==> config.mk <==
export PLATFORM = sky130hd
export DESIGN_NAME = sync_shift_engine
export DESIGN_NICKNAME = d
export VERILOG_FILES = /design/src/rtl/sse_pkg.sv /design/src/rtl/sse_timing.sv /design/src/rtl/sse_shifter.sv /design/src/rtl/sse_flags.sv /design/src/rtl/sync_shift_engine.sv
export SDC_FILE = /design/constraint.sdc
export NUM_CORES = 1
export LEC_CHECK = 0
export BUFFER_PORTS_ARGS = -buffer_cell sky130_fd_sc_hd__buf_2
export CAP_MARGIN = 40
export CELL_PAD_IN_SITES_DETAIL_PLACEMENT = 1
export CELL_PAD_IN_SITES_GLOBAL_PLACEMENT = 2
export CORE_MARGIN = 2
export CORE_UTILIZATION = 25
export DETAILED_ROUTE_END_ITERATION = 8
export GPL_TIMING_DRIVEN = 0
export PLACE_DENSITY = 0.57
export SLEW_MARGIN = 40
export SYNTH_ARGS = -nofsm -noshare
export SYNTH_HDL_FRONTEND = slang
export SYNTH_SLANG_ARGS = --single-unit
==> constraint.sdc <==
create_clock -name clk -period 3.7 [get_ports clk]
set_input_delay 0.555 -clock clk [delete_from_list [all_inputs] [get_ports clk]]
set_output_delay 0.555 -clock clk [all_outputs]
set_load 0.02 [all_outputs]
==> src/rtl/sse_pkg.sv <==
package sse_pkg;
  typedef enum logic {DIR_RX = 1'b0, DIR_TX = 1'b1} sse_dir_e;
endpackage

==> src/rtl/sse_timing.sv <==
module sse_timing #(
  parameter int BITS   = 8,
  parameter int SLOW_P = 12,
  parameter int FAST_P = 4
) (
  input  logic clk,
  input  logic rst_n,
  input  logic start_i,
  input  logic fast_i,
  output logic run_o,
  output logic sample_o,
  output logic bit_end_o,
  output logic last_o,
  output logic sclk_o
);
  localparam int CW = $clog2(SLOW_P);
  localparam int BW = $clog2(BITS);
  localparam logic [CW-1:0] S_END  = CW'(SLOW_P - 1);
  localparam logic [CW-1:0] F_END  = CW'(FAST_P - 1);
  localparam logic [CW-1:0] S_FALL = CW'(SLOW_P / 4);
  localparam logic [CW-1:0] F_FALL = CW'(FAST_P / 4);
  localparam logic [CW-1:0] S_RISE = CW'(SLOW_P / 4 + SLOW_P / 2);
  localparam logic [CW-1:0] F_RISE = CW'(FAST_P / 4 + FAST_P / 2);
  localparam logic [BW-1:0] LAST_BIT = BW'(BITS - 1);

  logic [CW-1:0] ph_q, ph_d;
  logic [BW-1:0] bit_q, bit_d;
  logic          run_q, run_d;
  logic          fast_q, fast_d;
  logic [CW-1:0] ph_end, ph_fall, ph_rise;

  assign ph_end  = fast_q ? F_END  : S_END;
  assign ph_fall = fast_q ? F_FALL : S_FALL;
  assign ph_rise = fast_q ? F_RISE : S_RISE;

  assign run_o     = run_q;
  assign bit_end_o = run_q && (ph_q == ph_end);
  assign last_o    = bit_end_o && (bit_q == LAST_BIT);
  assign sample_o  = run_q && (ph_q == ph_rise - CW'(1));
  assign sclk_o    = ~(run_q && (ph_q >= ph_fall) && (ph_q < ph_rise));

  always_comb begin
    ph_d   = ph_q;
    bit_d  = bit_q;
    run_d  = run_q;
    fast_d = fast_q;
    if (start_i && !run_q) begin
      run_d  = 1'b1;
      ph_d   = '0;
      bit_d  = '0;
      fast_d = fast_i;
    end else if (bit_end_o) begin
      ph_d = '0;
      if (last_o) run_d = 1'b0;
      else        bit_d = bit_q + BW'(1);
    end else if (run_q) begin
      ph_d = ph_q + CW'(1);
    end
  end

  always_ff @(posedge clk or negedge rst_n) begin
    if (!rst_n) begin
      ph_q   <= '0;
      bit_q  <= '0;
      run_q  <= 1'b0;
      fast_q <= 1'b0;
    end else begin
      ph_q   <= ph_d;
      bit_q  <= bit_d;
      run_q  <= run_d;
      fast_q <= fast_d;
    end
  end
endmodule

==> src/rtl/sse_shifter.sv <==
module sse_shifter #(
  parameter int BITS = 8
) (
  input  logic            clk,
  input  logic            rst_n,
  input  logic            load_i,
  input  logic [BITS-1:0] load_val_i,
  input  logic            tx_shift_i,
  input  logic            rx_shift_i,
  input  logic            sd_i,
  output logic [BITS-1:0] sr_o
);
  logic [BITS-1:0] sr_q, sr_d;

  always_comb begin
    sr_d = sr_q;
    if (load_i)          sr_d = load_val_i;
    else if (tx_shift_i) sr_d = {1'b0, sr_q[BITS-1:1]};
    else if (rx_shift_i) sr_d = {sd_i, sr_q[BITS-1:1]};
  end

  always_ff @(posedge clk or negedge rst_n) begin
    if (!rst_n) sr_q <= '0;
    else        sr_q <= sr_d;
  end

  assign sr_o = sr_q;
endmodule

==> src/rtl/sse_flags.sv <==
module sse_flags #(
  parameter int BITS = 8
) (
  input  logic            clk,
  input  logic            rst_n,
  input  logic            tx_done_i,
  input  logic            rx_done_i,
  input  logic            clr_tx_i,
  input  logic            clr_rx_i,
  input  logic [BITS-1:0] rx_val_i,
  output logic            txf_o,
  output logic            rxf_o,
  output logic [BITS-1:0] rx_byte_o
);
  logic            txf_q, txf_d, rxf_q, rxf_d;
  logic [BITS-1:0] rxb_q, rxb_d;

  always_comb begin
    txf_d = txf_q;
    rxf_d = rxf_q;
    rxb_d = rxb_q;
    if (tx_done_i)     txf_d = 1'b1;
    else if (clr_tx_i) txf_d = 1'b0;
    if (rx_done_i) begin
      rxf_d = 1'b1;
      rxb_d = rx_val_i;
    end else if (clr_rx_i) begin
      rxf_d = 1'b0;
    end
  end

  always_ff @(posedge clk or negedge rst_n) begin
    if (!rst_n) begin
      txf_q <= 1'b0;
      rxf_q <= 1'b0;
      rxb_q <= '0;
    end else begin
      txf_q <= txf_d;
      rxf_q <= rxf_d;
      rxb_q <= rxb_d;
    end
  end

  assign txf_o     = txf_q;
  assign rxf_o     = rxf_q;
  assign rx_byte_o = rxb_q;
endmodule

==> src/rtl/sync_shift_engine.sv <==
module sync_shift_engine
  import sse_pkg::*;
#(
  parameter int BITS   = 8,
  parameter int SLOW_P = 12,
  parameter int FAST_P = 4
) (
  input  logic            clk,
  input  logic            rst_n,
  input  logic            fast_i,
  input  logic            tx_wr_i,
  input  logic [BITS-1:0] tx_byte_i,
  input  logic            rx_en_i,
  input  logic            clr_txf_i,
  input  logic            clr_rxf_i,
  input  logic            sd_i,
  output logic            sd_o,
  output logic            sd_oe,
  output logic            sclk_o,
  output logic            txf_o,
  output logic            rxf_o,
  output logic [BITS-1:0] rx_byte_o
);
  sse_dir_e        dir_q, dir_d;
  logic            run, sample, bit_end, last;
  logic            start_tx, start_rx;
  logic [BITS-1:0] sr;

  assign start_tx = !run && tx_wr_i;
  assign start_rx = !run && !tx_wr_i && rx_en_i && !rxf_o;

  always_comb begin
    dir_d = dir_q;
    if (start_tx)      dir_d = DIR_TX;
    else if (start_rx) dir_d = DIR_RX;
  end

  always_ff @(posedge clk or negedge rst_n) begin
    if (!rst_n) dir_q <= DIR_RX;
    else        dir_q <= dir_d;
  end

  sse_timing #(.BITS(BITS), .SLOW_P(SLOW_P), .FAST_P(FAST_P)) u_timing (
    .clk       (clk),
    .rst_n     (rst_n),
    .start_i   (start_tx || start_rx),
    .fast_i    (fast_i),
    .run_o     (run),
    .sample_o  (sample),
    .bit_end_o (bit_end),
    .last_o    (last),
    .sclk_o    (sclk_o)
  );

  sse_shifter #(.BITS(BITS)) u_shifter (
    .clk        (clk),
    .rst_n      (rst_n),
    .load_i     (start_tx),
    .load_val_i (tx_byte_i),
    .tx_shift_i (bit_end && (dir_q == DIR_TX)),
    .rx_shift_i (sample && (dir_q == DIR_RX)),
    .sd_i       (sd_i),
    .sr_o       (sr)
  );

  sse_flags #(.BITS(BITS)) u_flags (
    .clk       (clk),
    .rst_n     (rst_n),
    .tx_done_i (last && (dir_q == DIR_TX)),
    .rx_done_i (last && (dir_q == DIR_RX)),
    .clr_tx_i  (clr_txf_i),
    .clr_rx_i  (clr_rxf_i),
    .rx_val_i  (sr),
    .txf_o     (txf_o),
    .rxf_o     (rxf_o),
    .rx_byte_o (rx_byte_o)
  );

  assign sd_oe = run && (dir_q == DIR_TX);
  assign sd_o  = sd_oe && sr[0];
endmodule

Yosys cells after proc, flatten, opt, wreduce, memory -nomap -nowiden
Index checks and enable logic that the tools add are counted.
Storage, ports and cells
  input port bits: 16
  output and inout port bits: 13
  bits in registers: 28
Cells by class
  muxes and demuxes: 21
  $lt $le $gt $ge: 2
  add/sub/neg operators: 3
  equality and inequality tests: 4
  reduce and logical (&&, ||, !) cells: 29
  bitwise operators: 2
Operators with widths (count)
  $mux W8: 3
  $mux W4: 5
  $logic_and A1 B1 Y1: 16
  $reduce_bool A2 Y1: 5
  $mux W1: 9
  $mux W3: 3
  $eq A4 B4 Y1: 2
  $reduce_bool A3 Y1: 2
  $add A4 B1 Y4 const B: 1
  $ge A4 B4 Y1: 1
  $lt A4 B4 Y1: 1
  $reduce_and A2 Y1: 2
  $sub A4 B1 Y4 const B: 1
  $add A3 B1 Y3 const B: 1
  $eq A3 B3 Y1 const B: 1
  $logic_not A1 Y1: 3
  $mux W2: 1
  $ne A2 B1 Y1 const B: 1
  $not A1 Y1: 2
  $logic_or A1 B1 Y1: 1

Depth between registers and ports, before layout
  word-level depth: 8
  depth in mapped cells: 6

Cells and area by module
Synthesis repeated with hierarchy kept, for this count alone.
Second synthesis, totals
  cells, all modules: 126
  area total of the unflattened synthesis: 1512.7 um^2
Modules (own cells, without submodules)
  sse_timing: cells an instance 53, seq. area each 225.2 um^2, area an instance 564.3 um^2, times used 1
  sse_shifter: cells an instance 38, seq. area each 200.2 um^2, area an instance 441.7 um^2, times used 1
  sse_flags: cells an instance 23, seq. area each 250.2 um^2, area an instance 405.4 um^2, times used 1
  sync_shift_engine: cells an instance 12, seq. area each 25.0 um^2, area an instance 101.3 um^2, times used 1

Worst setup path after synthesis
Ideal clock, no wire load.
  path kind: reg2out
  from: register u_timing.ph_q[1]
  to: output sclk_o
  arrival time: 1.378 ns
  cell stages (with the launch flop): 6
  slack: 1.767 ns
  cell sequence: dfrtp_1 ha_1 inv_1 a2111oi_0 a21oi_1 nand3b_1
Between the ends
  cells in the longest elaborated chain, start to end: 4
  elaborated cells between the ends (all ways): 5
RTL lines
  from (decl): RTL line sse_timing.sv:26  | logic [CW-1:0] ph_q, ph_d;
  from (signal assigned): RTL line sse_timing.sv:68  | ph_q <= ph_d;
  $ge A4 B4 Y1: RTL line sse_timing.sv:40  | assign sclk_o = ~(run_q && (ph_q >= ph_fall) && (ph_q < ph_rise));
  $logic_and A1 B1 Y1: RTL line sse_timing.sv:40
  $logic_and A1 B1 Y1 (*): RTL line sse_timing.sv:40
  $not A1 Y1 (*): RTL line sse_timing.sv:40
  to (decl): RTL line sync_shift_engine.sv:19  | output logic sclk_o,
Every way passes the cells marked *; elsewhere a longest branch is shown, timed or not.

Final worst setup path
  from: register u_timing.fast_q
  to: output sclk_o
Between the ends
  cells in the longest elaborated chain, start to end: 5
  elaborated cells between the ends (all ways): 7
RTL lines
  from (decl): RTL line sse_timing.sv:29  | logic fast_q, fast_d;
  from (signal assigned): RTL line sse_timing.sv:71  | fast_q <= fast_d;
  $mux W2: RTL line sse_timing.sv:33  | assign ph_fall = fast_q ? F_FALL : S_FALL;
  $ge A4 B4 Y1: RTL line sse_timing.sv:40
  $logic_and A1 B1 Y1: RTL line sse_timing.sv:40
  $logic_and A1 B1 Y1 (*): RTL line sse_timing.sv:40
  $not A1 Y1 (*): RTL line sse_timing.sv:40
Marks and branches as above.

==> results.cfg <==
[worst_setup_path]
timing_worst_setup_path_type = reg -> out
timing.rr.start = u_timing.fast_q
worstPathMaxFanout = 4
critPathLaunch = u_timing.fast_q
cpPeakStageDelay_ns = 0.43
cpMostUsedCell = inv_1
cp_slowest_cell = dfrtp_1
critPathArrivalTime_ns = 1.86
crit_path_start_kind = flop
end_kind = primary output
path_cells = inv_1 -> ha_1 -> inv_1 -> a2111oi_0 -> a21oi_1 -> nand3b_1 -> buf_2
worstPathRequired_ns = 3.14

[timing]
min_period_ns = 2.415
rsz0062_at_grt = no
skew_ns = 0.002229
fmax_ghz = 0.4141
drv_slew = 0
post-route-period-util = 0.6527
slew_headroom = 0.5473
hold_viol_final = 0
tightest_slew_ns = 0.6791
setup_viol_count_final = 0
tns_ns = 0

[clock_tree]
clk_latency_ns = 0.28
clock-sinks = 28
cts_tree = yes
cts_buffer_depth = 2
postCtsHoldBufs = 0
cts-resized-gates = 0
htreeDepth = 1
cts.reportedPaths.clkPinSlew_ns = 0.10
cts_root_buf = clkbuf_8
post_cts_buffers = 0
numCtsBuffers = 3

[logic_synthesis]
synth_xor_area_frac = 0.01262
synth_seq_area_share = 0.5050
syn_avg_cell_area_um2 = 11.37
synth_edf_count = 0
synth-warning-count = 0
synth-seq-cells = 28
synthesis.area_um2 = 1388
yosys_most_used_dff = dfrtp_1
synthCells = 122
async_flop_share = 1.000
ys_top_cells_by_area = dfrtp_1 50%, mux2_2 14%, nand2_1 6.5%
synth_most_common_cell = dfrtp_1
synth_compound_area_frac = 0.09468
synth_top_family_by_area = simple AND/OR/NAND/NOR gates
synthSimpleGateAreaFrac = 0.1515
ys_types = 36
synth.mux.area_fraction = 0.1488
synth_top_area_cell = dfrtp_1
synth_commonest_cells = 28 x dfrtp_1, 24 x nand2_1, 17 x mux2_2
syn-num-nets = 144
synth_top_area_frac = 0.5050
synthAdderAreaFrac = 0.05410

[route]
vias = 1015
drc = 0
post_drt_wl_per_cell_um = 13.81
dr.first_iter.drc_count = 27
vias_per_cell = 4.491
wl_um = 3120
ant_nets = 0
drtPass1Iterations = 4

[global_route]
antenna_found_initial = 0
grt_pass1_vias = 1118
globalRoute.totalOverflow = 0
track_usage = 0.1104
grt_max_degree = 29
grt_pass1_wl_um = 5382

[outcome]
status = finished, final reports clean

[floorplan]
initial_core_util = 0.2551
top_level_ports = 29
dieArea_um2 = 6162
chipHeight_um = 78.50
fp-row-count = 27
die_w_um = 78.50
core_area_um2 = 5439

[pwr]
ir_drop_uv = 287.2
p_leak_nw = 0.8666
power_density_nw_per_um2 = 663.7

[layout]
drive_above_1_share = 0.3701
area_delta_synth_final_pct = 20.56
num-nets-final = 177
final_cells = 226
insertedDiodeCount = 0

[flow_run]
drv_cap = 0

[hold_path]
hp-class = in -> async

[placed_design]
place_inst = 222
portBuffers = 28
dpl.hpwl_um = 2311
gp_congestion = 0.6589
[area by class of cell]
class                           count  area (µm²)
Clock buffer                        4       55.05
Sequential cell                    28       700.7
Multi-Input combinational cell     85       640.6
Buffer                              4       27.53
Inverter                            5       18.77
Fill cell                         638        3766
Tap cell                           72       90.09
Timing Repair Buffer               28       140.1
[layer usage]
metal / global-route usage / wire length, µm
met5: 0 / 0
met4: 0.03684 / 38
met3: 0.01954 / 128
met2: 0.1769 / 1445
met1: 0.1503 / 1508
[stage by stage]
step	worst slack [ns]	cell area [µm²]	util	hold WS [ns]	total power, mW
6_report	1.285	1673	0.3076	0.3037	1.110
3_3_place_gp	1.663	1618	0.2974	0.4847	0.9101
2_1_floorplan	1.767	1388	-	0.2594	0.8057
4_1_cts	1.276	1673	0.3076	0.3282	1.132
5_1_grt	1.051	1673	0.3076	0.3456	1.211
3_5_place_dp	1.596	1618	0.2974	0.4911	0.9320
[critical path: cells and delay by family, from the launching register on]
family	cells	cell delay, ns
buffers and inverters	3	0.27
DFF	1	0.43
adders and majority gates	1	0.32
AOI/OAI and AO/OA	2	0.48
and+or+nand+nor	1	0.09
[registers in the layout (all words and copies together) (netlist names)]
| signal | cells |
|---|---|
| u_flags.rx_byte_o | 8 |
| u_shifter.sr_o | 8 |
| u_timing.ph_q | 4 |
| u_timing.bit_q | 3 |
| dir_q | 1 |
| u_flags.rxf_o | 1 |
| u_flags.txf_o | 1 |
| u_timing.fast_q | 1 |
| u_timing.run_o | 1 |
[final timing paths]
check	end	slack, ns	cells past startpoint
setup / recovery	sclk_o	1.29	7
hold / removal	u_timing.ph_q[1]	0.30	1
setup reg to reg	u_flags.rx_byte_o[0]	1.68	5
hold reg to reg	u_flags.rx_byte_o[1]	0.51	1
max in group asynchronous	u_shifter.sr_o[5]	2.96	1
min in group clk	u_shifter.sr_o[7]	0.50	3
[power by group]
group          switching, mW  internal, mW  leakage (nW)
clock network         0.0975        0.0954        0.0288
logic                  0.206         0.229         0.483
registers             0.0852         0.397         0.355
total                  0.388         0.722         0.867
[cells by family (layout without fill, tap and decap cells)]
logic type / count (synthesis) / in the layout
compound gates: 16 / 16
xor+xnor: 2 / 2
fa+ha+maj: 6 / 6
buf+inv: 9 / 41
flops: 28 / 28
mux: 18 / 18
simple gates: 43 / 43
[cell usage in the layout, fill, tap and decap left out, types with 2 or more instances in the layout]
cell,instances
nor2_1,4
buf_2,29
ha_1,6
nand3_1,2
nor2b_1,2
inv_1,5
mux2_2,17
xnor2_1,2
clkbuf_8,4
nand2_1,24
a22o_1,4
dfrtp_1,28
and3_1,3
Power figures use the tool's default switching activity.
